## src/rtl/dac_latch_pkg.sv

```systemverilog
package dac_latch_pkg;
    localparam int unsigned DAC_CH_N   = 2;
    localparam int unsigned FIRST_OFS  = 4;

    function automatic int unsigned lo_offset(input int unsigned ch);
        return FIRST_OFS + 2 * ch;
    endfunction

    function automatic int unsigned hi_offset(input int unsigned ch);
        return FIRST_OFS + 2 * ch + 1;
    endfunction
endpackage

```

## src/rtl/dac_wr_decode.sv

```systemverilog
module dac_wr_decode
    import dac_latch_pkg::*;
#(
    parameter int unsigned ADDR_W = 3,
    parameter int unsigned N_CH   = DAC_CH_N
) (
    input  logic              wr_en,
    input  logic              base_hit,
    input  logic [ADDR_W-1:0] addr_lo,
    output logic [N_CH-1:0]   lo_we,
    output logic [N_CH-1:0]   hi_we
);
    logic take;

    always_comb begin
        take = wr_en && base_hit;
        for (int unsigned ch = 0; ch < N_CH; ch++) begin
            lo_we[ch] = take && (addr_lo == ADDR_W'(lo_offset(ch)));
            hi_we[ch] = take && (addr_lo == ADDR_W'(hi_offset(ch)));
        end
    end

    // at most one staging or commit enable per write
    always_comb begin
        assert_one_target_R8: assert ($onehot0({lo_we, hi_we}));
    end
endmodule

```

## src/rtl/dac_chan_latch.sv

```systemverilog
module dac_chan_latch #(
    parameter int unsigned CODE_W = 12,
    parameter int unsigned BYTE_W = 8
) (
    input  logic              clk,
    input  logic              rst_n,
    input  logic              lo_we,
    input  logic              hi_we,
    input  logic [BYTE_W-1:0] wr_data,
    output logic [CODE_W-1:0] code,
    output logic              upd
);
    localparam int unsigned NIB_W = CODE_W - BYTE_W;

    typedef struct packed {
        logic [BYTE_W-1:0] stage;
        logic [CODE_W-1:0] code;
        logic              upd;
    } chan_st_t;

    chan_st_t st_d, st_q;

    always_comb begin
        st_d     = st_q;
        st_d.upd = 1'b0;
        if (lo_we) begin
            st_d.stage = wr_data;
        end
        if (hi_we) begin
            st_d.code = {wr_data[NIB_W-1:0], st_q.stage};
            st_d.upd  = 1'b1;
        end
    end

    always_ff @(posedge clk) begin
        if (!rst_n) begin
            st_q <= '0;
        end else begin
            st_q <= st_d;
        end
    end

    assign code = st_q.code;
    assign upd  = st_q.upd;

    assert_code_holds_R2: assert property (@(posedge clk) disable iff (!rst_n)
        !hi_we |=> $stable(code));

    assert_nibble_lands_R3: assert property (@(posedge clk) disable iff (!rst_n)
        hi_we |=> code[CODE_W-1:BYTE_W] == $past(wr_data[NIB_W-1:0]));

    assert_low_from_stage_R6: assert property (@(posedge clk) disable iff (!rst_n)
        hi_we |=> code[BYTE_W-1:0] == $past(st_q.stage));

    assert_strobe_cause_R5: assert property (@(posedge clk) disable iff (!rst_n)
        upd |-> $past(hi_we));
endmodule

```

## src/rtl/dac_pair_latch.sv

```systemverilog
module dac_pair_latch
    import dac_latch_pkg::*;
#(
    parameter int unsigned CODE_W = 12,
    parameter int unsigned BYTE_W = 8,
    parameter int unsigned ADDR_W = 3
) (
    input  logic              clk,
    input  logic              rst_n,
    input  logic              wr_en,
    input  logic              base_hit,
    input  logic [ADDR_W-1:0] addr_lo,
    input  logic [BYTE_W-1:0] wr_data,
    output logic [CODE_W-1:0] code_a,
    output logic [CODE_W-1:0] code_b,
    output logic              upd_a,
    output logic              upd_b
);
    localparam int unsigned N_CH = DAC_CH_N;

    logic [N_CH-1:0]   lo_we, hi_we;
    logic [N_CH-1:0]   upd_v;
    logic [CODE_W-1:0] code_v [N_CH];

    dac_wr_decode #(.ADDR_W(ADDR_W), .N_CH(N_CH)) u_dec (
        .wr_en    (wr_en),
        .base_hit (base_hit),
        .addr_lo  (addr_lo),
        .lo_we    (lo_we),
        .hi_we    (hi_we)
    );

    for (genvar ch = 0; ch < N_CH; ch++) begin : g_ch
        dac_chan_latch #(.CODE_W(CODE_W), .BYTE_W(BYTE_W)) u_ch (
            .clk     (clk),
            .rst_n   (rst_n),
            .lo_we   (lo_we[ch]),
            .hi_we   (hi_we[ch]),
            .wr_data (wr_data),
            .code    (code_v[ch]),
            .upd     (upd_v[ch])
        );
    end

    assign code_a = code_v[0];
    assign code_b = code_v[1];
    assign upd_a  = upd_v[0];
    assign upd_b  = upd_v[1];

    assert_idle_no_strobe_R7: assert property (@(posedge clk) disable iff (!rst_n)
        !(wr_en && base_hit) |=> !upd_a && !upd_b);

    assert_idle_codes_hold_R7: assert property (@(posedge clk) disable iff (!rst_n)
        !(wr_en && base_hit) |=> $stable(code_a) && $stable(code_b));

    assert_single_strobe_R8: assert property (@(posedge clk) disable iff (!rst_n)
        !(upd_a && upd_b));
endmodule

```

## config.mk

```make
export PLATFORM = sky130hd
export DESIGN_NAME = dac_pair_latch
export DESIGN_NICKNAME = d
export VERILOG_FILES = /design/src/rtl/dac_latch_pkg.sv /design/src/rtl/dac_wr_decode.sv /design/src/rtl/dac_chan_latch.sv /design/src/rtl/dac_pair_latch.sv
export SDC_FILE = /design/constraint.sdc
export NUM_CORES = 1
export LEC_CHECK = 0
export BUFFER_PORTS_ARGS = -buffer_cell sky130_fd_sc_hd__buf_2
export CAP_MARGIN = 20
export CORE_AREA = 3 3 62 70
export CTS_CLUSTER_DIAMETER = 100
export CTS_CLUSTER_SIZE = 16
export DETAILED_ROUTE_END_ITERATION = 8
export DIE_AREA = 0 0 65 73
export GPL_ROUTABILITY_DRIVEN = 0
export MAX_ROUTING_LAYER = met4
export PLACE_DENSITY = 0.7
export SETUP_SLACK_MARGIN = 0.02
export SLEW_MARGIN = 20
export SYNTH_ARGS = -nofsm -noshare
export SYNTH_HDL_FRONTEND = slang
export SYNTH_SLANG_ARGS = --single-unit
```

## constraint.sdc

```tcl
create_clock -name clk -period 1.1 [get_ports clk]
set_input_delay 0.165 -clock clk [delete_from_list [all_inputs] [get_ports clk]]
set_output_delay 0.165 -clock clk [all_outputs]
set_load 0.01 [all_outputs]
```

# Word level (Yosys, flattened, before mapping)
# Index checks and enable logic that the tools add are counted.
# classes
mux	2
reduce_logical	5
n_eq_ne	4
# op_table
operator	count
3-bit equality test (second input constant)	4
1-bit logical AND	5
1-bit 2-to-1 mux	2
# totals
regBits	42
word_cells	17
input_bits	15
out_inout_bits	26

# Longest topological paths before layout
# depth
ltp_word	3
mapped_depth	4
ltp_nobuf	3

# By module
# A second synthesis with hierarchy kept.
# hier_totals
cells_unflattened	165
area_unflattened_um2	1821.7
# by_module_without_submodules
module	cells_per_inst	seq_area_each_um2	area_per_inst_um2	instances
dac_chan_latch	79	420.4	889.6	2
dac_wr_decode	7	0.0	42.5	1

# Least setup slack after synthesis
# OpenSTA, ideal clock, no wires.
# synth_timing
path_type	input port to flip-flop
start	input wr_en
end	register g_ch[0].u_ch.st_q, in the netlist g_ch[0].u_ch.code[0]
cell_stages	4
setup_slack_ps	180
t_arrival_ps	849
setup_time_ps	72
path_buffers	1
required_ps	1028
cell_sequence	and3_2 > nand3b_2 > buf_6 > mux2i_1
# synth_between
elab_chain_len	2
# synth_rtl
item	line	rtl
start, declared	dac_pair_latch.sv:10	input logic wr_en,
1-bit logical AND	dac_wr_decode.sv:16	take = wr_en && base_hit;
1-bit logical AND	dac_wr_decode.sv:19	hi_we[ch] = take && (addr_lo == ADDR_W'(hi_offset(ch)));
end signal, assigned	dac_chan_latch.sv:39	st_q <= st_d;
end, declared	dac_chan_latch.sv:21	chan_st_t st_d, st_q;
# Every way passes these cells.
# A chain may end at the register's enable or synchronous reset.

# Worst setup path after layout
# layout_timing
start	register g_ch[1].u_ch.st_q, in the netlist g_ch[1].u_ch.code[4]
end	output code_b[4]
# layout_lines
item	line	rtl
start, declared	dac_chan_latch.sv:21	
start signal, assigned	dac_chan_latch.sv:39	
end, declared	dac_pair_latch.sv:15	output logic [CODE_W-1:0] code_b,
# No word-level cell between the ends.

==> summary.md <==
| Metric | Value |
|---|---|
| Status | `completed` |
| Setup Viol. Count Final | `0` |
| DP Area | `1868 um^2` |
| Setup TNS | `0 ns` |
| Worst path bufs/invs | `1` |
| CTS tree | `done` |
| Pwr/cell area | `1444 nW/um^2` |
| Cell family with most CP delay | `flip-flops` |
| CP Capture Type | `primary output` |
| Synthesis warning total | `0` |
| Largest net degree at the start of global routing | `19` |
| Fin Hold WS | `0.1679 ns` |
| Share of cells above drive strength 1 | `30.26%` |
| Die Ht | `73 um` |
| Critical path class | `flip-flop to primary output` |
| Worst slew margin | `85.98%` |
| HPWL after detailed placement | `2435 um` |
| First-pass GRT wire length | `5492 um` |
| Period utilisation layout | `84.44%` |
| Clock Latency Late Sink | `0.29 ns` |
| Crit path max fanout | `2` |
| First-pass detailed-route iteration total | `4` |
| Final #Nets | `209` |
| Root Buffer | `clkbuf_8` |
| Worst-path cell chain | `buf_2` |
| Pleak | `0.0009881 uW` |
| Row Count | `23` |
| CP max stage cell | `dfxtp_1` |
| Syn Inst Count | `171` |
| Arrival @ worst endpoint | `0.76 ns` |
| Synthesized area per cell | `10.07 um^2` |
| Maxcap violations | `0` |
| Unrepaired setup endpoints after global routing | `false` |
| R2r setup slk | `0.49 ns` |
| Antenna violations before repair | `0` |
| Residual DRC | `0` |
| # hold bufs at CTS | `0` |
| Slowest stage delay, CP | `0.34 ns` |
| Drt wl/cell | `13.16 um` |
| Post-CTS Resized | `0` |
| Top Ports | `41` |
| Clk buf depth | `2` |
| GRT Overall Usage | `15.65%` |
| Placed Instances | `237` |
| Hold WC Path Type | `input port to flip-flop` |
| WL final | `3223 um` |
| Die area | `4745 um^2` |
| Max Slew Vio Count | `0` |
| Commonest non-fill, non-tap cell in the layout | `nand2_1` |
| Final Critical Period | `0.9288 ns` |
| Cts bufs inserted | `5` |
| Commonest cells after routing, fill and taps aside | `48 x nand2_1, 42 x dfxtp_1, 40 x mux2i_1, 40 x buf_2, 5 x clkbuf_8` |
| Vias in the first global route | `1,175` |
| # diodes | `0` |
| Syn Nets | `186` |
| Design area | `1974 um^2` |
| Worst setup SP type | `flip-flop` |
| H-tree depth | `2` |
| Pwr Total | `2851 uW` |
| Area of the core | `3655 um^2` |
| Register area share after synthesis | `48.84%` |
| Syn Std Cell Area | `1722 um^2` |
| Final std cells w/o fill | `245` |
| Number of port buffers | `40` |
| Netlist cell types | `16` |
| FMAX | `1077 MHz` |
| Number of clock sinks | `42` |
| Die Width | `65 um` |
| Reg clk slew, reported paths | `0.07 ns` |
| Grt ovf | `0` |
| CP required | `0.94 ns` |
| Initial Utilization | `47.11%` |
| Clock Skews | `0.004964 ns` |
| Via count | `1,162` |
| Avg Vias per Cell | `4.743` |
| Worst-Margin Slew | `0.2098 ns` |
| Routed Antenna Nets | `0` |
| Hold Vio Cnt, Final | `0` |
| Max IR drop VDD | `1.052 mV` |
| Drt initial violations | `41` |
| Register bit count reported by yosys | `42` |
| Setup Buffers After CTS | `0` |
| Layout Area Growth over Synthesis | `14.68%` |
## synth_stat cells
master,n,area (um^2)
buf_6,2,22.52
mux2i_1,40,400.4
inv_1,1,3.750
buf_1,1,3.750
dfxtp_1,42,840.8
nand2_1,48,180.2
nor3_4,1,16.27
and3_2,1,7.510
nand3b_2,1,11.26
buf_2,2,10.01
nand3_1,1,5.000
clkbuf_1,2,7.510
buf_4,25,187.7
nor3b_1,1,7.510
nor2_1,2,7.510
nand3_2,1,10.01
## final timing paths
path	start	end	depth (start not counted)
worst max register to register	g_ch[0].u_ch.code[11]	g_ch[0].u_ch.code[11]	2
worst min register to register	g_ch[1].u_ch.code[8]	g_ch[1].u_ch.code[8]	2
worst max-delay path	g_ch[1].u_ch.code[4]	code_b[4]	1
worst min-delay path	wr_data[4]	g_ch[1].u_ch.st_q[17]	3
## per-layer routing
layer  vias to the layer above  share of wire, %  global-route usage (%)
met5                         -                 0                       -
met4                         0              0.28                   3.521
met3                         2               5.2                   4.777
met2                        28                53                   27.95
met1                       553                41                   16.99
li1                        579                 -                       -
## power breakdown
part	leakage (uW)	switching (uW)	internal [uW]
Sequential	0.000339	3.80	1530
Clock	0.0000524	489	679
Combinational	0.000597	84.0	64.1
Total	0.000988	577	2270
## registers in the layout, summed over array words and instances, names as in the netlist
register	cells
g_ch.u_ch.code	24
g_ch.u_ch.st_q	16
g_ch.u_ch.upd	2
## cells by family (layout without fill, tap and decap cells)
group                  Yosys count  after routing  synth area share (%)
AND/OR/NAND/NOR                 56             56                 14.24
flip-flops                      42             42                 48.84
multiplexers                    40             40                 23.26
buffers and inverters           33             57                 13.66
## layout make-up
class	count	area (um^2)
fillers	372	1680
inverters	1	3.754
flip-flops and latches	42	840.8
well taps	50	62.56
clock buffers	7	76.32
multi-input cells	96	650.6
clock inverters	1	30.03
repair buffers	48	310.3
## stage by stage
| stage | setup WS [ns] | utilization [%] |
|---|---|---|
| finish | 0.1712 | 54.02 |
| global route | 0.1157 | 54.02 |
| CTS | 0.1583 | 54.02 |
| detailed placement | 0.01172 | 51.11 |
| global placement | 0.06461 | 51.11 |
| floorplan | 0.1798 | - |
No activity file was read; power rests on OpenSTA's default activity.
